===== config.mk =====
export PLATFORM = sky130hd
export DESIGN_NAME = nrm_peak_normalizer
export DESIGN_NICKNAME = d
export VERILOG_FILES = /design/src/rtl/nrm_pkg.sv /design/src/rtl/nrm_peak_track.sv /design/src/rtl/nrm_recip_div.sv /design/src/rtl/nrm_scale_sat.sv /design/src/rtl/nrm_peak_normalizer.sv
export SDC_FILE = /design/constraint.sdc
export NUM_CORES = 2
export LEC_CHECK = 0
export BUFFER_PORTS_ARGS = -buffer_cell sky130_fd_sc_hd__buf_2
export CAP_MARGIN = 15
export CORE_UTILIZATION = 55
export CTS_CLUSTER_SIZE = 24
export DETAILED_ROUTE_END_ITERATION = 8
export HOLD_SLACK_MARGIN = 0.02
export PLACE_DENSITY_LB_ADDON = 0.3
export SYNTH_ARGS = -nofsm -noshare
export SYNTH_HDL_FRONTEND = slang
export SYNTH_SLANG_ARGS = --single-unit

===== constraint.sdc =====
create_clock -name clk -period 7.9 [get_ports clk]
set_clock_uncertainty 0.05 [all_clocks]
set_input_delay 0.79 -clock clk [delete_from_list [all_inputs] [get_ports clk]]
set_output_delay 0.79 -clock clk [all_outputs]
set_load 0.01 [all_outputs]

===== src/rtl/nrm_pkg.sv =====
package nrm_pkg;
    localparam int SMP_W     = 16;
    localparam int FRAC_W    = SMP_W - 1;
    localparam int PEAK_W    = SMP_W - 1;
    localparam int GAIN_W    = 2 * FRAC_W + 1;
    localparam int DECAY_SH  = 16;

    typedef enum logic [1:0] {
        DV_IDLE = 2'd0,
        DV_RUN  = 2'd1
    } div_state_e;

    typedef struct packed {
        logic [PEAK_W-1:0] rem;
        logic [GAIN_W-1:0] quo;
    } div_work_t;

    function automatic logic signed [SMP_W-1:0] sat_smp(input logic signed [SMP_W+GAIN_W:0] v);
        logic signed [SMP_W+GAIN_W:0] hi;
        logic signed [SMP_W+GAIN_W:0] lo;
        hi = (SMP_W+GAIN_W+1)'(2**(SMP_W-1) - 1);
        lo = -(SMP_W+GAIN_W+1)'(2**(SMP_W-1));
        if (v > hi)      return SMP_W'(hi);
        else if (v < lo) return SMP_W'(lo);
        else             return v[SMP_W-1:0];
    endfunction
endpackage


===== src/rtl/nrm_peak_track.sv =====
module nrm_peak_track
    import nrm_pkg::*;
#(
    parameter int DECAY_Q16  = 65208,
    parameter int PEAK_FLOOR = 64
) (
    input  logic                    clk,
    input  logic                    rst,
    input  logic                    accept,
    input  logic signed [SMP_W-1:0] smp,
    output logic [PEAK_W-1:0]       peak_q,
    output logic [PEAK_W-1:0]       peak_d
);
    localparam logic [PEAK_W-1:0] FLOOR_V = PEAK_W'(PEAK_FLOOR);

    logic              rises;
    logic [PEAK_W-1:0] bled;

    always_comb begin
        rises = smp > $signed({1'b0, peak_q});
        bled  = PEAK_W'((32'(peak_q) * 32'(DECAY_Q16)) >> DECAY_SH);
        if (rises)              peak_d = smp[PEAK_W-1:0];
        else if (bled < FLOOR_V) peak_d = FLOOR_V;
        else                    peak_d = bled;
    end

    always_ff @(posedge clk) begin
        if (rst)         peak_q <= FLOOR_V;
        else if (accept) peak_q <= peak_d;
    end

    p_peak_floor_r3: assert property (@(posedge clk) disable iff (rst)
        peak_q >= FLOOR_V);
    p_peak_rise_r2: assert property (@(posedge clk) disable iff (rst)
        (accept && smp > $signed({1'b0, peak_q})) |=> (peak_q == $past(smp[PEAK_W-1:0])));
    p_no_rise_r8: assert property (@(posedge clk) disable iff (rst)
        (accept && smp <= $signed({1'b0, peak_q})) |=> (peak_q <= $past(peak_q)));
    p_hold_r7: assert property (@(posedge clk) disable iff (rst)
        !accept |=> $stable(peak_q));
endmodule


===== src/rtl/nrm_recip_div.sv =====
module nrm_recip_div
    import nrm_pkg::*;
(
    input  logic              clk,
    input  logic              rst,
    input  logic              start,
    input  logic [PEAK_W-1:0] divisor,
    output logic              busy,
    output logic              done,
    output logic [GAIN_W-1:0] gain
);
    localparam int CNT_W = $clog2(GAIN_W + 1);
    localparam logic [GAIN_W-1:0] DIVIDEND = GAIN_W'(1) << (GAIN_W - 1);

    div_state_e         st;
    div_work_t          wk;
    logic [PEAK_W-1:0]  dv_q;
    logic [CNT_W-1:0]   cnt;
    logic [PEAK_W:0]    shifted;
    logic [PEAK_W+1:0]  trial;

    always_comb begin
        shifted = {wk.rem, wk.quo[GAIN_W-1]};
        trial   = {1'b0, shifted} - {2'b00, dv_q};
    end

    always_ff @(posedge clk) begin
        if (rst) begin
            st   <= DV_IDLE;
            wk   <= '0;
            dv_q <= '0;
            cnt  <= '0;
            done <= 1'b0;
        end else begin
            done <= 1'b0;
            case (st)
                DV_IDLE: if (start) begin
                    wk.rem <= '0;
                    wk.quo <= DIVIDEND;
                    dv_q   <= divisor;
                    cnt    <= '0;
                    st     <= DV_RUN;
                end
                default: begin
                    if (!trial[PEAK_W+1]) begin
                        wk.rem <= trial[PEAK_W-1:0];
                        wk.quo <= {wk.quo[GAIN_W-2:0], 1'b1};
                    end else begin
                        wk.rem <= shifted[PEAK_W-1:0];
                        wk.quo <= {wk.quo[GAIN_W-2:0], 1'b0};
                    end
                    cnt <= cnt + 1'b1;
                    if (cnt == CNT_W'(GAIN_W - 1)) begin
                        st   <= DV_IDLE;
                        done <= 1'b1;
                    end
                end
            endcase
        end
    end

    assign busy = (st == DV_RUN);
    assign gain = wk.quo;

    p_quotient_r4: assert property (@(posedge clk) disable iff (rst)
        done |-> ((64'(gain) * 64'(dv_q) <= 64'(DIVIDEND)) &&
                  (64'(gain) * 64'(dv_q) + 64'(dv_q) > 64'(DIVIDEND))));
    p_done_after_run_r6: assert property (@(posedge clk) disable iff (rst)
        done |-> $past(busy));
endmodule


===== src/rtl/nrm_scale_sat.sv =====
module nrm_scale_sat
    import nrm_pkg::*;
(
    input  logic signed [SMP_W-1:0] smp,
    input  logic [GAIN_W-1:0]       gain,
    output logic signed [SMP_W-1:0] scaled
);
    logic signed [SMP_W+GAIN_W:0] prod;
    logic signed [SMP_W+GAIN_W:0] shr;

    always_comb begin
        prod   = (SMP_W+GAIN_W+1)'(smp) * $signed({1'b0, gain});
        shr    = prod >>> FRAC_W;
        scaled = sat_smp(shr);
    end
endmodule


===== src/rtl/nrm_peak_normalizer.sv =====
module nrm_peak_normalizer
    import nrm_pkg::*;
#(
    parameter int DECAY_Q16  = 65208,
    parameter int PEAK_FLOOR = 64
) (
    input  logic                    clk,
    input  logic                    rst,
    input  logic signed [SMP_W-1:0] smp_i,
    input  logic                    smp_vld_i,
    output logic signed [SMP_W-1:0] norm_o,
    output logic                    norm_vld_o
);
    logic                    accept;
    logic                    div_busy;
    logic                    div_done;
    logic [PEAK_W-1:0]       peak_q;
    logic [PEAK_W-1:0]       peak_d;
    logic [GAIN_W-1:0]       gain;
    logic signed [SMP_W-1:0] smp_q;
    logic signed [SMP_W-1:0] scaled;

    assign accept = smp_vld_i && !div_busy;

    nrm_peak_track #(.DECAY_Q16(DECAY_Q16), .PEAK_FLOOR(PEAK_FLOOR)) u_peak (
        .clk(clk), .rst(rst), .accept(accept), .smp(smp_i),
        .peak_q(peak_q), .peak_d(peak_d)
    );

    nrm_recip_div u_div (
        .clk(clk), .rst(rst), .start(accept), .divisor(peak_d),
        .busy(div_busy), .done(div_done), .gain(gain)
    );

    nrm_scale_sat u_scale (.smp(smp_q), .gain(gain), .scaled(scaled));

    always_ff @(posedge clk) begin
        if (rst) begin
            smp_q      <= '0;
            norm_o     <= '0;
            norm_vld_o <= 1'b0;
        end else begin
            if (accept) smp_q <= smp_i;
            norm_vld_o <= div_done;
            if (div_done) norm_o <= scaled;
        end
    end

    p_vld_pulse_r6: assert property (@(posedge clk) disable iff (rst)
        norm_vld_o |=> !norm_vld_o);
    p_out_stable_r5: assert property (@(posedge clk) disable iff (rst)
        !$past(div_done) |-> $stable(norm_o));
    p_busy_drop_r7: assert property (@(posedge clk) disable iff (rst)
        (smp_vld_i && div_busy) |=> $stable(peak_q));
endmodule


==> metrics <==
CP Max Fanout 18; CTS Buf Count 9; max-cap check violation count 0; Post-Syn Area 26000 sq um; Port Buf Inserts 35; drt pass-1 iters 5; Async SR Flop Fraction 0%; most frequent cells after synthesis 662 x inv_1, 503 x fa_1, 398 x nand2_1, 272 x ha_1, 200 x and2_1; syn avg cell area 8.59 sq um; Fmax 134 MHz; hpwl dp 56.3 mm; wire length on met1 26.8 mm; max_slew headroom 24.8%; area leader, netlist fa_1; die width 219 um; # setup viols final 0; clk buf depth 2; final hold slack 0.436 ns; CP delay by family, top adder cells; worst skew pair latency 0.37 ns; Residual DRC 0; layout cell share with drive strength beyond 1 5.95%; Row Count 79; Ys Warns 0; Least-Margin Pin Slew 1.13 ns; max incr delay on CP 0.55 ns; Total GRT Usage 30.5%; Leak 13.5 nW; Netlist cell types 75; GPL Wtd Cong 0.959; Antenna Cells 0; Post-synth top flop dfxtp_1; Root Buffer clkbuf_16; sequential fraction of the synthesis area 7.87%; vias 20500; Die Y-Extent 219 um; met2 routed WL 32.5 mm; grt ovf 0; Synth Register Bits 102; top-count cell post-synth inv_1; crit end category flop; Reg clk slew, reported paths 0.07 ns; total area of sequential cells 2090 sq um; status complete, no violations; htree depth 3; Setup Crit Path Kind reg2reg; wirelength, routed 67.8 mm; Core Region 46600 sq um; Place WS -0.126 ns; Buf+Inv Stages, Crit Path 6; die area 48100 sq um; clk sinks 102; Most common cell on crit path fa_1; Nets 3799; pin count of the biggest net entering global routing 80; met3 WL 4.92 mm; number of global-route vias before repair 22300; ranking of synthesized cells by area fa_1 39%, ha_1 13%, inv_1 9.6%; Hold WC Path Type reg2reg; CTS tree done; Worst path slowest cell fa_1; initial antenna violation count 6; first-pass GRT wire length 114 mm; Final Worst Setup Slack 0.420 ns; initial core utilization 55.8%; 1st-iter DRT viols 1499; final hold violation count 0; VDD IR max 1730 uV; syn nets 3818; cell breakdown of the critical path and2_1 > fa_1 > inv_1 > fa_1 > inv_1 > fa_1 > fa_1 > fa_1 > inv_1 > fa_1 > inv_1 > ha_2 > nand4_1 > a21oi_1 > nand2_1 > o31a_1 > buf_4 > o211ai_1 > xnor2_1 > or3_1 > a2111oi_2 > a41oi_2 > buf_4 > o32ai_1; Critical Path RT 8.12 ns; DR top layer met5; Tmin final 7.48 ns; # fillers 4092; synthesis-to-finish area growth 5.23%; Via-to-Cell Ratio 5.67; arrival time at the worst endpoint 7.70 ns; hold buffers post-CTS 0; Post-synth EDFFs 0; type of origin of the critical path flop; Boundary Pins 36; Syn Inst Count 3024; period utilisation layout 94.7%; flop2flop setup slack 0.42 ns; Yosys top cell area share 38.8%; Pwr per Cell Area 372 nW/um^2; Routed Antenna Nets 0; Final Max Tran Viols 0; multi-input logic area 20900 sq um; unrepaired setup endpoints after global routing false; WL/cell 18.7 um
==> stage by stage <==
stage	instance area, sq um	util, %	setup TNS [ns]	cells	total power [mW]
final	27300	58.7	0	3617	10.2
after global routing	27300	58.7	0	3617	11.5
after CTS	27200	58.5	0	3617	10.2
after floorplan	26000	-	0	3024	7.60
after global placement	26900	57.8	0	3601	9.26
after detailed placement	26900	57.8	-1.04	3601	9.61
==> cell families (layout without fill, tap and decap cells) <==
kind of cell | Yosys count | after routing | synth area share (%)
AND/OR/NAND/NOR | 935 | 935 | 17.4
buffers and inverters | 798 | 784 | 11.6
adder cells (fa/ha/maj) | 775 | 775 | 51.9
XOR/XNOR | 50 | 50 | 1.69
multiplexers | 17 | 17 | 0.670
flip-flops | 102 | 102 | 7.87
AO/OA/AOI/OAI | 347 | 347 | 8.81
==> report_power, final <==
part / switching, mW / internal (mW)
Clock: 0.222 / 0.286
Sequential: 0.144 / 0.581
Combinational: 5.24 / 3.69
Total: 5.61 / 4.56
==> layout by cell type, fill, tap and decap left out, types with 7 or more instances in the layout <==
cell type	n
buf_4	71
dfxtp_4	7
fa_1	503
or3_1	25
clkbuf_16	9
and3_1	10
dfxtp_1	80
o211ai_1	15
buf_2	34
nor2_1	139
nand4_1	15
a21o_1	12
ha_1	270
o21a_1	9
a211oi_1	16
dfxtp_2	15
or2_2	9
and2_1	200
nor2b_1	10
nand2_1	397
o21bai_1	13
nor3b_1	32
nor3_1	22
inv_1	662
a221oi_1	9
o21ai_0	66
a21oi_1	117
o32ai_1	14
mux2i_1	14
o31ai_1	9
xor2_1	18
nand3_1	30
nand2b_1	23
xnor2_1	32
==> flip-flops by register name, indices dropped and copies added, names as in the netlist <==
| register | cells |
|---|---|
| u_div.gain | 31 |
| u_div.done | 1 |
| u_div.st | 1 |
| norm_vld_o | 1 |
| u_div.cnt | 5 |
| u_div.dv_q | 1 |
| u_peak.peak_q | 15 |
| smp_q | 16 |
| u_div.shifted | 15 |
| norm_o | 16 |
==> worst min-delay path, stage by stage, from the launching register on <==
cell and delay, ns:
dfxtp_1 0.33, nand2_1 0.05, o21ai_0 0.06
==> timing repair <==
item,in CTS,in global routing
endpoints found under the hold margin,0,0
endpoints found under the setup margin,15,15
setup buffers,0,0
pin swaps,0,1
resized for setup,8,30
gates cloned,0,0
==> worst paths after layout <==
path / from / endpoint / cells past startpoint
worst min register to register: u_div.shifted[4] / u_div.shifted[4] / 2
worst min-delay path: u_div.shifted[4] / u_div.shifted[4] / 2
worst max-delay path: u_div.gain[5] / norm_o[4] / 24
worst max register to register: u_div.gain[5] / norm_o[4] / 24
==> area by class of cell <==
type	count	area share (%)
multi-input cells	2124	76.7
inverters	662	9.10
flip-flops and latches	102	7.64
well taps	607	2.78
repair buffers	106	2.65
clock buffers	10	0.875
clock inverters	6	0.307
==> layer usage <==
metal | GRT usage [%] | vias up
li1 | - | 9283
met1 | 38.3 | 10200
met2 | 51.0 | 792
met3 | 5.03 | 190
met4 | 14.6 | 4
met5 | 0 | -
(Power assumes the default switching activity.)
